**src/rtl/icc_pkg.sv**
```systemverilog
package icc_pkg;

  typedef enum logic [1:0] {
    ST_FETCH = 2'd0,
    ST_INDIR = 2'd1,
    ST_EXEC  = 2'd2,
    ST_INTR  = 2'd3
  } cyc_e;

  localparam int OPC_LOAD  = 0;
  localparam int OPC_STORE = 1;
  localparam int OPC_ADD   = 2;
  localparam int OPC_JUMP  = 3;

endpackage

```
**src/rtl/icc_decode.sv**
```systemverilog
module icc_decode #(
  parameter int ADDR_W = 8,
  parameter int OPC_W  = 3,
  parameter int DATA_W = 1 + OPC_W + ADDR_W
) (
  input  logic [DATA_W-1:0] word,
  output logic              ind,
  output logic [OPC_W-1:0]  op,
  output logic [ADDR_W-1:0] addr,
  output logic              uses_rd,
  output logic              uses_wr,
  output logic              is_jump
);
  import icc_pkg::*;

  localparam int OP_LO = ADDR_W;
  localparam int OP_HI = ADDR_W + OPC_W - 1;

  always_comb begin
    ind     = word[DATA_W-1];
    op      = word[OP_HI:OP_LO];
    addr    = word[ADDR_W-1:0];
    uses_rd = (op == OPC_W'(OPC_LOAD)) || (op == OPC_W'(OPC_ADD));
    uses_wr = (op == OPC_W'(OPC_STORE));
    is_jump = (op == OPC_W'(OPC_JUMP));
  end
endmodule

```
**src/rtl/icc_acc_unit.sv**
```systemverilog
module icc_acc_unit #(
  parameter int OPC_W  = 3,
  parameter int DATA_W = 12
) (
  input  logic [OPC_W-1:0]  op,
  input  logic [DATA_W-1:0] acc,
  input  logic [DATA_W-1:0] operand,
  output logic [DATA_W-1:0] acc_next
);
  import icc_pkg::*;

  always_comb begin
    if (op == OPC_W'(OPC_LOAD))     acc_next = operand;
    else if (op == OPC_W'(OPC_ADD)) acc_next = acc + operand;
    else                            acc_next = acc;
  end
endmodule

```
**src/rtl/instr_cycle_ctrl.sv**
```systemverilog
module instr_cycle_ctrl #(
  parameter int ADDR_W    = 8,
  parameter int OPC_W     = 3,
  parameter int DATA_W    = 1 + OPC_W + ADDR_W,
  parameter int SAVE_ADDR = 240,
  parameter int ISR_ADDR  = 192
) (
  input  logic              clk,
  input  logic              rst,
  input  logic [DATA_W-1:0] mem_rdata,
  input  logic              mem_ready,
  input  logic              irq,
  input  logic              ie_set,
  output logic [ADDR_W-1:0] mem_addr,
  output logic [DATA_W-1:0] mem_wdata,
  output logic              mem_rd,
  output logic              mem_wr
);
  import icc_pkg::*;

  localparam logic [ADDR_W-1:0] SAVE_A = ADDR_W'(SAVE_ADDR);
  localparam logic [ADDR_W-1:0] ISR_A  = ADDR_W'(ISR_ADDR);

  cyc_e              st, st_n;
  logic [ADDR_W-1:0] pc, pc_n, mar, mar_n;
  logic [DATA_W-1:0] ir, ir_n, mbr, mbr_n, acc, acc_n;
  logic              rd, rd_n, wr, wr_n, ie, ie_n;

  // decoded view of the word on the bus and of the held instruction
  logic              dm_ind, dm_rd, dm_wr, dm_jump;
  logic [OPC_W-1:0]  dm_op;
  logic [ADDR_W-1:0] dm_addr;
  logic              di_ind, di_rd, di_wr, di_jump;
  logic [OPC_W-1:0]  di_op;
  logic [ADDR_W-1:0] di_addr;
  logic [DATA_W-1:0] acc_nxt;

  // sequencing helpers
  logic              go_exec, finish, ex_rd, ex_wr;
  logic [ADDR_W-1:0] ex_ea;

  icc_decode #(.ADDR_W(ADDR_W), .OPC_W(OPC_W), .DATA_W(DATA_W)) u_dec_bus (
    .word(mem_rdata), .ind(dm_ind), .op(dm_op), .addr(dm_addr),
    .uses_rd(dm_rd), .uses_wr(dm_wr), .is_jump(dm_jump)
  );

  icc_decode #(.ADDR_W(ADDR_W), .OPC_W(OPC_W), .DATA_W(DATA_W)) u_dec_ir (
    .word(ir), .ind(di_ind), .op(di_op), .addr(di_addr),
    .uses_rd(di_rd), .uses_wr(di_wr), .is_jump(di_jump)
  );

  icc_acc_unit #(.OPC_W(OPC_W), .DATA_W(DATA_W)) u_acc (
    .op(di_op), .acc(acc), .operand(mem_rdata), .acc_next(acc_nxt)
  );

  always_comb begin
    st_n    = st;
    pc_n    = pc;
    ir_n    = ir;
    acc_n   = acc;
    mar_n   = mar;
    mbr_n   = mbr;
    rd_n    = rd;
    wr_n    = wr;
    ie_n    = ie | ie_set;
    go_exec = 1'b0;
    finish  = 1'b0;
    ex_ea   = '0;
    ex_rd   = 1'b0;
    ex_wr   = 1'b0;

    unique case (st)
      ST_FETCH: begin
        if (mem_ready) begin
          ir_n  = mem_rdata;
          mbr_n = mem_rdata;
          pc_n  = pc + ADDR_W'(1);
          rd_n  = 1'b0;
          if (dm_ind) begin
            st_n  = ST_INDIR;
            mar_n = dm_addr;
            rd_n  = 1'b1;
          end else begin
            go_exec = 1'b1;
            ex_ea   = dm_addr;
            ex_rd   = dm_rd;
            ex_wr   = dm_wr;
          end
        end
      end
      ST_INDIR: begin
        if (mem_ready) begin
          mbr_n   = mem_rdata;
          rd_n    = 1'b0;
          go_exec = 1'b1;
          ex_ea   = mem_rdata[ADDR_W-1:0];
          ex_rd   = di_rd;
          ex_wr   = di_wr;
        end
      end
      ST_EXEC: begin
        if (rd) begin
          if (mem_ready) begin
            mbr_n  = mem_rdata;
            acc_n  = acc_nxt;
            rd_n   = 1'b0;
            finish = 1'b1;
          end
        end else if (wr) begin
          if (mem_ready) begin
            wr_n   = 1'b0;
            finish = 1'b1;
          end
        end else begin
          if (di_jump) pc_n = mar;
          finish = 1'b1;
        end
      end
      ST_INTR: begin
        if (mem_ready) begin
          wr_n  = 1'b0;
          pc_n  = ISR_A;
          st_n  = ST_FETCH;
          mar_n = ISR_A;
          rd_n  = 1'b1;
        end
      end
      default: st_n = ST_FETCH;
    endcase

    // launch the execute access on the same edge the operand address is known
    if (go_exec) begin
      st_n  = ST_EXEC;
      mar_n = ex_ea;
      rd_n  = ex_rd;
      wr_n  = ex_wr;
      if (ex_wr) mbr_n = acc;
    end

    // choose between the interrupt cycle and the next fetch
    if (finish) begin
      if (ie && irq) begin
        st_n  = ST_INTR;
        mar_n = SAVE_A;
        mbr_n = DATA_W'(pc_n);
        wr_n  = 1'b1;
        rd_n  = 1'b0;
        ie_n  = 1'b0;
      end else begin
        st_n  = ST_FETCH;
        mar_n = pc_n;
        rd_n  = 1'b1;
        wr_n  = 1'b0;
      end
    end
  end

  always_ff @(posedge clk) begin
    if (rst) begin
      st  <= ST_FETCH;
      pc  <= '0;
      ir  <= '0;
      acc <= '0;
      mar <= '0;
      mbr <= '0;
      rd  <= 1'b1;
      wr  <= 1'b0;
      ie  <= 1'b0;
    end else begin
      st  <= st_n;
      pc  <= pc_n;
      ir  <= ir_n;
      acc <= acc_n;
      mar <= mar_n;
      mbr <= mbr_n;
      rd  <= rd_n;
      wr  <= wr_n;
      ie  <= ie_n;
    end
  end

  assign mem_addr  = mar;
  assign mem_wdata = mbr;
  assign mem_rd    = rd;
  assign mem_wr    = wr;

  // a stalled access keeps every port value
  a_r3_hold_on_wait: assert property (@(posedge clk) disable iff (rst)
    ((mem_rd || mem_wr) && !mem_ready) |=>
      ($stable(mem_addr) && $stable(mem_rd) && $stable(mem_wr) && $stable(mem_wdata)));

  // never both strobes
  a_r9_one_strobe: assert property (@(posedge clk) disable iff (rst)
    $onehot0({mem_rd, mem_wr}));

  // a completed fetch advances the program counter by one
  a_r2_pc_step: assert property (@(posedge clk) disable iff (rst)
    (st == ST_FETCH && mem_ready) |=> (pc == $past(pc) + ADDR_W'(1)));

  // the indirect cycle is a read
  a_r4_indirect_reads: assert property (@(posedge clk) disable iff (rst)
    (st == ST_INDIR) |-> (mem_rd && !mem_wr));

  // the interrupt cycle writes the save word
  a_r7_save_target: assert property (@(posedge clk) disable iff (rst)
    (st == ST_INTR) |-> (mem_wr && mem_addr == SAVE_A));

  // the enable is off throughout the interrupt cycle
  a_r8_enable_cleared: assert property (@(posedge clk) disable iff (rst)
    (st == ST_INTR) |-> !ie);

endmodule

```
**config.mk**
```make
export PLATFORM = sky130hd
export DESIGN_NAME = instr_cycle_ctrl
export DESIGN_NICKNAME = d
export VERILOG_FILES = /design/src/rtl/icc_pkg.sv /design/src/rtl/icc_decode.sv /design/src/rtl/icc_acc_unit.sv /design/src/rtl/instr_cycle_ctrl.sv
export SDC_FILE = /design/constraint.sdc
export NUM_CORES = 1
export LEC_CHECK = 0
export ABC_AREA = 0
export BUFFER_PORTS_ARGS = -buffer_cell sky130_fd_sc_hd__buf_2
export CORE_MARGIN = 1
export CORE_UTILIZATION = 55
export CTS_CLUSTER_DIAMETER = 30
export CTS_CLUSTER_SIZE = 8
export DETAILED_ROUTE_END_ITERATION = 6
export PLACE_DENSITY = 0.77
export SYNTH_ARGS = -nofsm -noshare
export SYNTH_HDL_FRONTEND = slang
export SYNTH_SLANG_ARGS = --single-unit
```
**constraint.sdc**
```tcl
create_clock -name clk -period 5.55 [get_ports clk]
set_input_delay 0.8325 -clock clk [delete_from_list [all_inputs] [get_ports clk]]
set_output_delay 0.8325 -clock clk [all_outputs]
set_load 0.03 [all_outputs]
```
# After elaboration in Yosys (flattened, before gate mapping)
# Cells that the tools add are included.
# totals
register_bits	56
input_bits	17
output_inout_bits	22
elab_cells	106
# op_classes
addsub	2
n_eq_ne	13
n_mux	66
bitwise_logic	1
reduce_logical	15
# op_table
cell	n
2-to-1 mux 8 bit	14
2-to-1 mux 12 bit	8
case mux 8 bit (2 select lines)	2
2-to-1 mux 1 bit	28
case mux 12 bit (2 select lines)	1
case mux 8 bit (3 select lines)	1
!= test 4 bit (second input constant)	5
adder 12 bit	1
2-to-1 mux 2 bit	6
== test 3 x 2 -> 1 bit (second input constant)	3
adder 8 x 1 -> 8 bit (second input constant)	1
case mux 1 bit (2 select lines)	4
AND reduction 4 bit	2
nonzero test 4 bit	2
== test 3 x 1 -> 1 bit (second input constant)	2
zero test 3 bit	2
AND reduction 3 bit	2
== test 2 bit (second input constant)	2
case mux 1 bit (4 select lines)	1
case mux 2 bit (2 select lines)	1
== test 2 x 1 -> 1 bit (second input constant)	1
zero test 2 bit	1
logical OR 1 bit	2
AND reduction 2 bit	1
4 further kinds	4

# Longest topological paths before layout
# Gate-level depths: netlist of run 1.
# depth
depth_word	8
ltp_mapped	10
mapped_depth_nobuf	9

# Modules after synthesis
# A second synthesis of run 1 with hierarchy kept.
# unflattened
hier_cells	547
area_unflattened_um2	4164.0
# modules_own_cells
module	instances	cells_per_inst	area_per_inst_um2
instr_cycle_ctrl	1	403	3100.5
icc_acc_unit	1	114	833.3
icc_decode	2	15	115.1

# Worst setup path before layout of run 1
# OpenSTA, ideal clock, no wires.
# synth_timing
path_type	input to register
start	input mem_rdata[4]
end	register acc[11]
setup_ns	0.117
arrival_time_ns	2.362
t_required_ns	5.433
path_slack_ns	3.071
stages	7
n_path_buf	0
path_cell_list	ha_1 a21o_1 a31oi_1 o21ai_1 o31a_1 mux2_1 a22o_1
# synth_via
elab_chain_len	3
# synth_lines
item	line	rtl
start: declaration	instr_cycle_ctrl.sv:10	input logic [DATA_W-1:0] mem_rdata,
adder 12 bit	icc_acc_unit.sv:14	else if (op == OPC_W'(OPC_ADD)) acc_next = acc + operand;
2-to-1 mux 12 bit	icc_acc_unit.sv:14	
2-to-1 mux 12 bit	icc_acc_unit.sv:13	if (op == OPC_W'(OPC_LOAD)) acc_next = operand;
end signal: assignment	instr_cycle_ctrl.sv:173	acc <= acc_n;
end: declaration	instr_cycle_ctrl.sv:26	logic [DATA_W-1:0] ir, ir_n, mbr, mbr_n, acc, acc_n;
# No other way between the ends. The select of a mux whose other input is x is not followed.
# A chain may end at the register's enable or synchronous reset.

# Final worst setup path of run 1
# layout_timing
start	register st[0]
end	register mar[7] (netlist: mem_addr[7])
# layout_via
elab_chain_len	4
elab_cells_between_ends	17
cone_classes	6 x eq/ne; 8 x mux; 3 x reduce/logical
# layout_lines
item	line	rtl
start: declaration	instr_cycle_ctrl.sv:24	cyc_e st, st_n;
start signal: assignment	instr_cycle_ctrl.sv:170	st <= st_n;
== test 2 x 1 -> 1 bit, or another cell as far along	instr_cycle_ctrl.sv:72	unique case (st)
case mux 1 bit (2 select lines), or another cell as far along	instr_cycle_ctrl.sv:72	
!= test 4 bit (no line), or another cell as far along	n/a	
AND reduction 4 bit (no line) / 2-to-1 mux 8 bit (equally long branches)	n/a	
end signal: assignment	instr_cycle_ctrl.sv:174	mar <= mar_n;
end: declaration	instr_cycle_ctrl.sv:25	logic [ADDR_W-1:0] pc, pc_n, mar, mar_n;
# Parallel ways exist; a longest one is shown, timed or not.

==> results.cfg, run 1 <==
[hold_path]
min_path_type = flip-flop to flip-flop
hold_path_startpoint = acc[4]$_SDFFE_PP0P_
whs_endpoint = acc[4]$_SDFFE_PP0P_
worstHoldPathCells = 2

[synthesis]
postSynthCellCount = 412
synth.distinct_cells = 68
postSynth.asyncResetShare = 0
synthesis.nets = 449
yosys_warning_count = 0
synthTopCellsByArea = sky130_fd_sc_hd__dfxtp_1, sky130_fd_sc_hd__ha_1, sky130_fd_sc_hd__nor2_1
ys_seq_elements = 48
synth_top_cell_by_area = sky130_fd_sc_hd__dfxtp_1
synth_area_per_cell_um2 = 7.95
synthFlopType = sky130_fd_sc_hd__dfxtp_1
synth_edf_count = 0
yosysSeqAreaShare = 0.293
ys_top_cells_by_count = sky130_fd_sc_hd__dfxtp_1, sky130_fd_sc_hd__nor2_1, sky130_fd_sc_hd__nand2_1, sky130_fd_sc_hd__a21oi_1, sky130_fd_sc_hd__o21ai_0
synthDominantCellAreaShare = 0.293
syn-cell-area_mm2 = 0.00328

[timing]
final.min_clock_period_ps = 3050
finClkSkew_ps = 6.54
timing.max_slew.rel_slack = 0.163
max_freq_mhz = 328
count_of_final_setup_violators = 0
total_count_of_max_transition_violations_in_the_final_report = 0
setup_tns_ps = 0
post-route-period-util = 0.550
tightestPinTransition_ps = 1250
unrepaired_setup_endpoints_after_global_routing = no
final-hold-violation-count = 0

[finish]
register_area_um2 = 961
stdcell_count = 507
finish.net_count = 471
flow.area_growth_from_synthesis_pct = 8.86
final_layout_fill_cell_count = 533
multi_input_comb_area_mm2 = 0.00216
post_route_cells_drive_above_1_share = 0.149
inserted_diodes = 0

[worst_setup_path]
worst_path_max_delay_cell = sky130_fd_sc_hd__a31oi_1
cp-start-kind = flip-flop
endpoint_kind = flip-flop
rr_endpoint = mem_addr[7]$_SDFFE_PP0P_
worst-endpoint-required_ps = 5760
critical_path_class = flip-flop to flip-flop
timing.critical_path.cells = inv_1 -> ha_1 -> nor2b_1 -> o21ai_2 -> a31oi_1 -> o21ai_0 -> a211oi_1
timing.reg2reg.worst_path_depth = 7
register_to_register_setup_slack_ps = 2500
worstReg2RegStart = st[0]$_SDFFE_PP0P_
critical_path_peak_fanout = 19
worst-endpoint-arrival_ps = 3260
critPathMaxStageDelay_ps = 980

[place]
place.detailed.instances = 499
gp_congestion = 0.955
port_buffers = 38
detailed_placement_wirelength_estimate_um = 6580

[global_routing]
global_route.usage.met3 = 0.0368
grt_remaining_overflow = 0
grt_start_max_net_pins = 26
met1_usage = 0.436
first_global_vias = 3081
grt_first_pass_wirelength_um = 15400
use_met2 = 0.488
global_route.usage.total = 0.308
antenna_found_initial = 0
top_usage_layer = met2

[power_and_ir_drop]
power.density_cell_area_mw_per_mm2 = 455
cellLeakagePower_nw = 1.52
p_sw_mw = 0.764
seqPwrFrac = 0.312
p_clk_frac = 0.156
power.share.combinational = 0.532
power_report.internal_total_mw = 0.860
design_power_total_mw = 1.62
sw_frac_of_total = 0.471
ir_worst_vdd_mv = 0.259

[routing]
finalWirelength_um = 9050
vias_per_cell = 6.74
drt_pass1_iterations = 6
via_total_after_detailed_routing = 3415
remaining_routing_drc_violations = 0
detail_route.wl_per_cell_um = 17.9
detail-route-antenna-nets = 0
drt_iter0_markers = 375

[floorplanning]
fp-row-count = 27
core_area_mm2 = 0.00561
die_area_mm2 = 0.00627
die-width_um = 79.2
chipHeight_um = 79.2
io-pin-count = 39
floorplan.initialDensity = 0.584

[clocking]
numCtsBuffers = 5
tritoncts_num_sinks = 48
clk_transition_reported_paths_ps = 90
tritoncts = yes
clk-insertion-delay-late_ps = 300
cts_root_buf = sky130_fd_sc_hd__clkbuf_8
clock_tree.htree_level_count = 2
postCtsResizedCells = 0
cts-hold-fix-buffers = 0
post-cts-setup-buffer-count = 0
cts_max_path_buffers = 2

[run_status]
run_status = completed

[flow_run]
maxCapViolations = 0
## worst max path at each step
| stage | from | endpoint | slack, ps |
|---|---|---|---|
| CTS | st[0]$_SDFFE_PP0P_ | mem_addr[7]$_SDFFE_PP0P_ | 2610 |
| detailed placement | mem_ready | acc[9]$_SDFFE_PP0P_ | 2510 |
| global route | st[1]$_SDFFE_PP0P_ | mem_addr[7]$_SDFFE_PP0P_ | 2180 |
| global placement | mem_ready | acc[9]$_SDFFE_PP0P_ | 2620 |
| floorplan | mem_rdata[4] | acc[11]$_SDFFE_PP0P_ | 3070 |
| finish | st[0]$_SDFFE_PP0P_ | mem_addr[7]$_SDFFE_PP0P_ | 2500 |
## metal layers
metal / share of wire / vias up
li1: - / 1593
met1: 0.44 / 1612
met2: 0.45 / 186
met3: 0.085 / 24
met4: 0.021 / 0
met5: 0 / -
## logic make-up (layout without fill, tap and decap cells)
family / Yosys count / after routing / synth area share
xor gates and xnor gates: 4 / 4 / 0.0107
muxes: 5 / 5 / 0.0160
AOI/OAI and AO/OA: 156 / 156 / 0.337
adders and majority gates: 20 / 20 / 0.0787
buffers and inverters: 37 / 60 / 0.0481
DFF: 48 / 48 / 0.293
and+or+nand+nor: 142 / 142 / 0.216
## flip-flops by register name, indices dropped and copies added, names as in the netlist
name	flops
mem_addr	8
ir	3
mem_wr	1
mem_rd	1
mem_wdata	12
ie	1
st	2
pc	8
acc	12
## cell usage in the layout (no fill, tap or decap), types with 3 or more instances in the layout
cell | Yosys | final
sky130_fd_sc_hd__and2_1 | 3 | 3
sky130_fd_sc_hd__o21ai_0 | 28 | 28
sky130_fd_sc_hd__xnor2_1 | 3 | 3
sky130_fd_sc_hd__nand4_1 | 3 | 3
sky130_fd_sc_hd__a21o_1 | 9 | 9
sky130_fd_sc_hd__nand3_1 | 9 | 9
sky130_fd_sc_hd__mux2i_1 | 3 | 3
sky130_fd_sc_hd__a211oi_1 | 9 | 9
sky130_fd_sc_hd__ha_1 | 19 | 19
sky130_fd_sc_hd__a22oi_1 | 11 | 11
sky130_fd_sc_hd__o21ai_1 | 3 | 3
sky130_fd_sc_hd__o21a_1 | 6 | 6
sky130_fd_sc_hd__o221ai_1 | 7 | 7
sky130_fd_sc_hd__nor2_1 | 48 | 48
sky130_fd_sc_hd__a31oi_1 | 5 | 5
sky130_fd_sc_hd__dfxtp_1 | 48 | 48
sky130_fd_sc_hd__nor3_1 | 11 | 11
sky130_fd_sc_hd__a221oi_2 | 4 | 4
sky130_fd_sc_hd__clkbuf_8 | 0 | 5
sky130_fd_sc_hd__and3_1 | 3 | 3
sky130_fd_sc_hd__inv_1 | 12 | 12
sky130_fd_sc_hd__o22ai_1 | 3 | 3
sky130_fd_sc_hd__a21oi_1 | 33 | 33
sky130_fd_sc_hd__nand2_1 | 35 | 35
sky130_fd_sc_hd__a211o_1 | 9 | 9
sky130_fd_sc_hd__nor2b_1 | 8 | 8
sky130_fd_sc_hd__buf_2 | 12 | 38
sky130_fd_sc_hd__nand2b_1 | 5 | 5
## power groups by stage
stage          registers [mW]  clock network (mW)  logic [mW]
5_1_grt                 0.516               0.270       0.947
3_5_place_dp            0.511                   0       0.842
6_report                0.506               0.253       0.865
2_1_floorplan           0.574                   0       0.571
4_1_cts                 0.503               0.253       0.848
3_3_place_gp            0.508                   0       0.830
## stage by stage
| step | worst slack, ps | cell area [um2] | hold slack [ps] | utilization |
|---|---|---|---|---|
| 2_1_floorplan | 3070 | 3280 | 435 | - |
| 3_3_place_gp | 2620 | 3460 | 461 | 0.617 |
| 3_5_place_dp | 2510 | 3460 | 472 | 0.617 |
| 4_1_cts | 2610 | 3570 | 484 | 0.636 |
| 5_1_grt | 2180 | 3570 | 508 | 0.636 |
| 6_report | 2500 | 3570 | 481 | 0.636 |
## layout make-up
| cell class | instances | share of cell area |
|---|---|---|
| multi-input cells | 327 | 0.605 |
| clock buffers | 6 | 0.0204 |
| clock inverters | 2 | 0.00982 |
| well taps | 72 | 0.0253 |
| repair buffers | 40 | 0.0575 |
| inverters | 12 | 0.0126 |
| flip-flops and latches | 48 | 0.269 |
## worst max-delay path, delay by kind of cell, from the launching register on
| kind | cells | cell delay [ps] |
|---|---|---|
| AND/OR/NAND/NOR | 1 | 280 |
| adder cells (fa/ha/maj) | 1 | 630 |
| buffers and inverters | 1 | 110 |
| AO/OA/AOI/OAI | 4 | 1580 |
| flip-flops | 1 | 370 |
No activity file was read; power rests on OpenSTA's default activity.
==> run 2: changes to the inputs <==
==> constraint.sdc (replaced) <==
create_clock -name clk -period 3 [get_ports clk]
set_input_delay 0.45 -clock clk [delete_from_list [all_inputs] [get_ports clk]]
set_output_delay 0.45 -clock clk [all_outputs]
set_load 0.03 [all_outputs]
==> run 2 against run 1 <==
  * Clock skew barely moved
  * Sequential power is 86% higher
  * Flip-flop and latch count is the same
  * Cell count is 1.4% higher
  * Register-to-register slack got worse by 1900 ps
  * First-iteration DRC count is 21% lower
  * Routed wire length is 1.9% higher
  * Highest routed layer unchanged
==> results.cfg, run 2 (synthesis results as in run 1) <==
[flow_run]
maxCapViolations = 0

[place]
place.detailed.instances = 507
detailed_placement_wirelength_estimate_um = 6840
place_worst_setup_slack_ps = 600
port_buffers = 38
gp_congestion = 0.908
placedInstanceArea_mm2 = 0.00352

[routing]
vias_per_cell = 6.68
detail_route.wl_per_cell_um = 18.0
detail-route-antenna-nets = 0
top_routing_layer_in_use = met4
drt_iter0_markers = 296
remaining_routing_drc_violations = 0
wl_met2_um = 4250
drt_pass1_iterations = 5
via_total_after_detailed_routing = 3432
finalWirelength_um = 9230
wl_met3_um = 767
wirelength_met1_um = 4000

[hold_path]
min_path_type = input pin to flip-flop
hold_path_startpoint = ie_set

[floorplanning]
fp-row-count = 27
core_area_mm2 = 0.00561
chipHeight_um = 79.2
die-width_um = 79.2
die_area_mm2 = 0.00627
io-pin-count = 39
floorplan.initialDensity = 0.584

[clocking]
cts_max_path_buffers = 2
clk-insertion-delay-late_ps = 300
clk_transition_reported_paths_ps = 90
clock_tree.htree_level_count = 2
post-cts-setup-buffer-count = 0
postCtsResizedCells = 0
cts_root_buf = sky130_fd_sc_hd__clkbuf_8
numCtsBuffers = 5
tritoncts = yes
cts-hold-fix-buffers = 0
tritoncts_num_sinks = 48

[timing]
setup_tns_ps = 0
max_freq_mhz = 411
final.min_clock_period_ps = 2430
tightestPinTransition_ps = 742
finClkSkew_ps = 6.37
layout_setup_ws_ps = 566
total_count_of_max_transition_violations_in_the_final_report = 0
timing.max_slew.rel_slack = 0.504
final-hold-violation-count = 0
count_of_final_setup_violators = 0
unrepaired_setup_endpoints_after_global_routing = no
post-route-period-util = 0.811

[power_and_ir_drop]
power.density_cell_area_mw_per_mm2 = 837
ir_worst_vdd_mv = 0.460
cellLeakagePower_nw = 1.55
design_power_total_mw = 3.02

[worst_setup_path]
timing.critical_path.buf_inv = 2
critical_path_peak_fanout = 14
worst_path_max_delay_cell = sky130_fd_sc_hd__a31oi_1
critPathMaxStageDelay_ps = 600
cp-start-kind = flip-flop
setup.worst_path.start = st[0]$_SDFFE_PP0P_
timing.critical_path.cells = inv_1 -> ha_1 -> o21ai_1 -> a31oi_1 -> buf_4 -> o21ai_0 -> a21oi_1
worst-endpoint-arrival_ps = 2670
endpoint_kind = flip-flop
worstReg2RegStart = st[0]$_SDFFE_PP0P_
crit_family = compound AO/OA/AOI/OAI gates
critical_path_class = flip-flop to flip-flop
worst-endpoint-required_ps = 3230

[finish]
layout.cells.most_common_list = sky130_fd_sc_hd__nor2_1, sky130_fd_sc_hd__dfxtp_1, sky130_fd_sc_hd__buf_2
finish.net_count = 479
inserted_diodes = 0
final_area_mm2 = 0.00361
flow.area_growth_from_synthesis_pct = 10.4
stdcell_count = 514
post_route_cells_drive_above_1_share = 0.165

[global_routing]
grt_first_pass_wirelength_um = 14800
global_route.usage.total = 0.301
antenna_found_initial = 0
grt_remaining_overflow = 0
first_global_vias = 3037
grt_start_max_net_pins = 25

[run_status]
run_status = completed
run 2: changes by cell type in the layout (fill, tap and decap cells not counted):
cell,change
sky130_fd_sc_hd__bufinv_16,-1
sky130_fd_sc_hd__buf_4,+8
sky130_fd_sc_hd__clkbuf_8,+2
sky130_fd_sc_hd__clkinv_2,-1
sky130_fd_sc_hd__clkbuf_1,-1
run 2: layout make-up:
cell class | count | area (um2)
Multi-Input combinational cell | 327 | 2160
Fill cell | 527 | 1990
Tap cell | 72 | 90.1
Inverter | 12 | 45.0
Timing Repair Buffer | 48 | 265
Sequential cell | 48 | 961
Clock buffer | 7 | 96.3
run 2: where the power goes:
group / leakage, nW / internal, mW / total [mW] / switching (mW)
Combinational: 1.11 / 0.605 / 1.66 / 1.06
Clock: 0.0503 / 0.206 / 0.422 / 0.216
Sequential: 0.392 / 0.779 / 0.941 / 0.162
run 2: layer usage:
metal,global-route usage,vias up
met2,0.484,184
met3,0.0402,19
met5,0,-
met1,0.409,1624
li1,-,1605
met4,0.109,0
run 2: tightest hold or removal path, cell delays in order:
cell	delay, ps
sky130_fd_sc_hd__buf_2	90
sky130_fd_sc_hd__nor2_1	40
sky130_fd_sc_hd__nor2_1	70
run 2: final timing paths:
kind / endpoint / slack, ps / cells past startpoint
worst max-delay path: mem_addr[1]$_SDFFE_PP0P_ / 570 / 7
worst min-delay path: ie$_SDFF_PP0_ / 390 / 3
worst max register to register: mem_addr[1]$_SDFFE_PP0P_ / 570 / 7
worst min register to register: acc[0]$_SDFFE_PP0P_ / 480 / 2
run 2: through the flow:
step / utilization / hold slack (ps)
detailed placement: 0.627 / 467
CTS: 0.645 / 381
finish: 0.645 / 391
global placement: 0.627 / 463
floorplan: - / 435
global route: 0.645 / 385
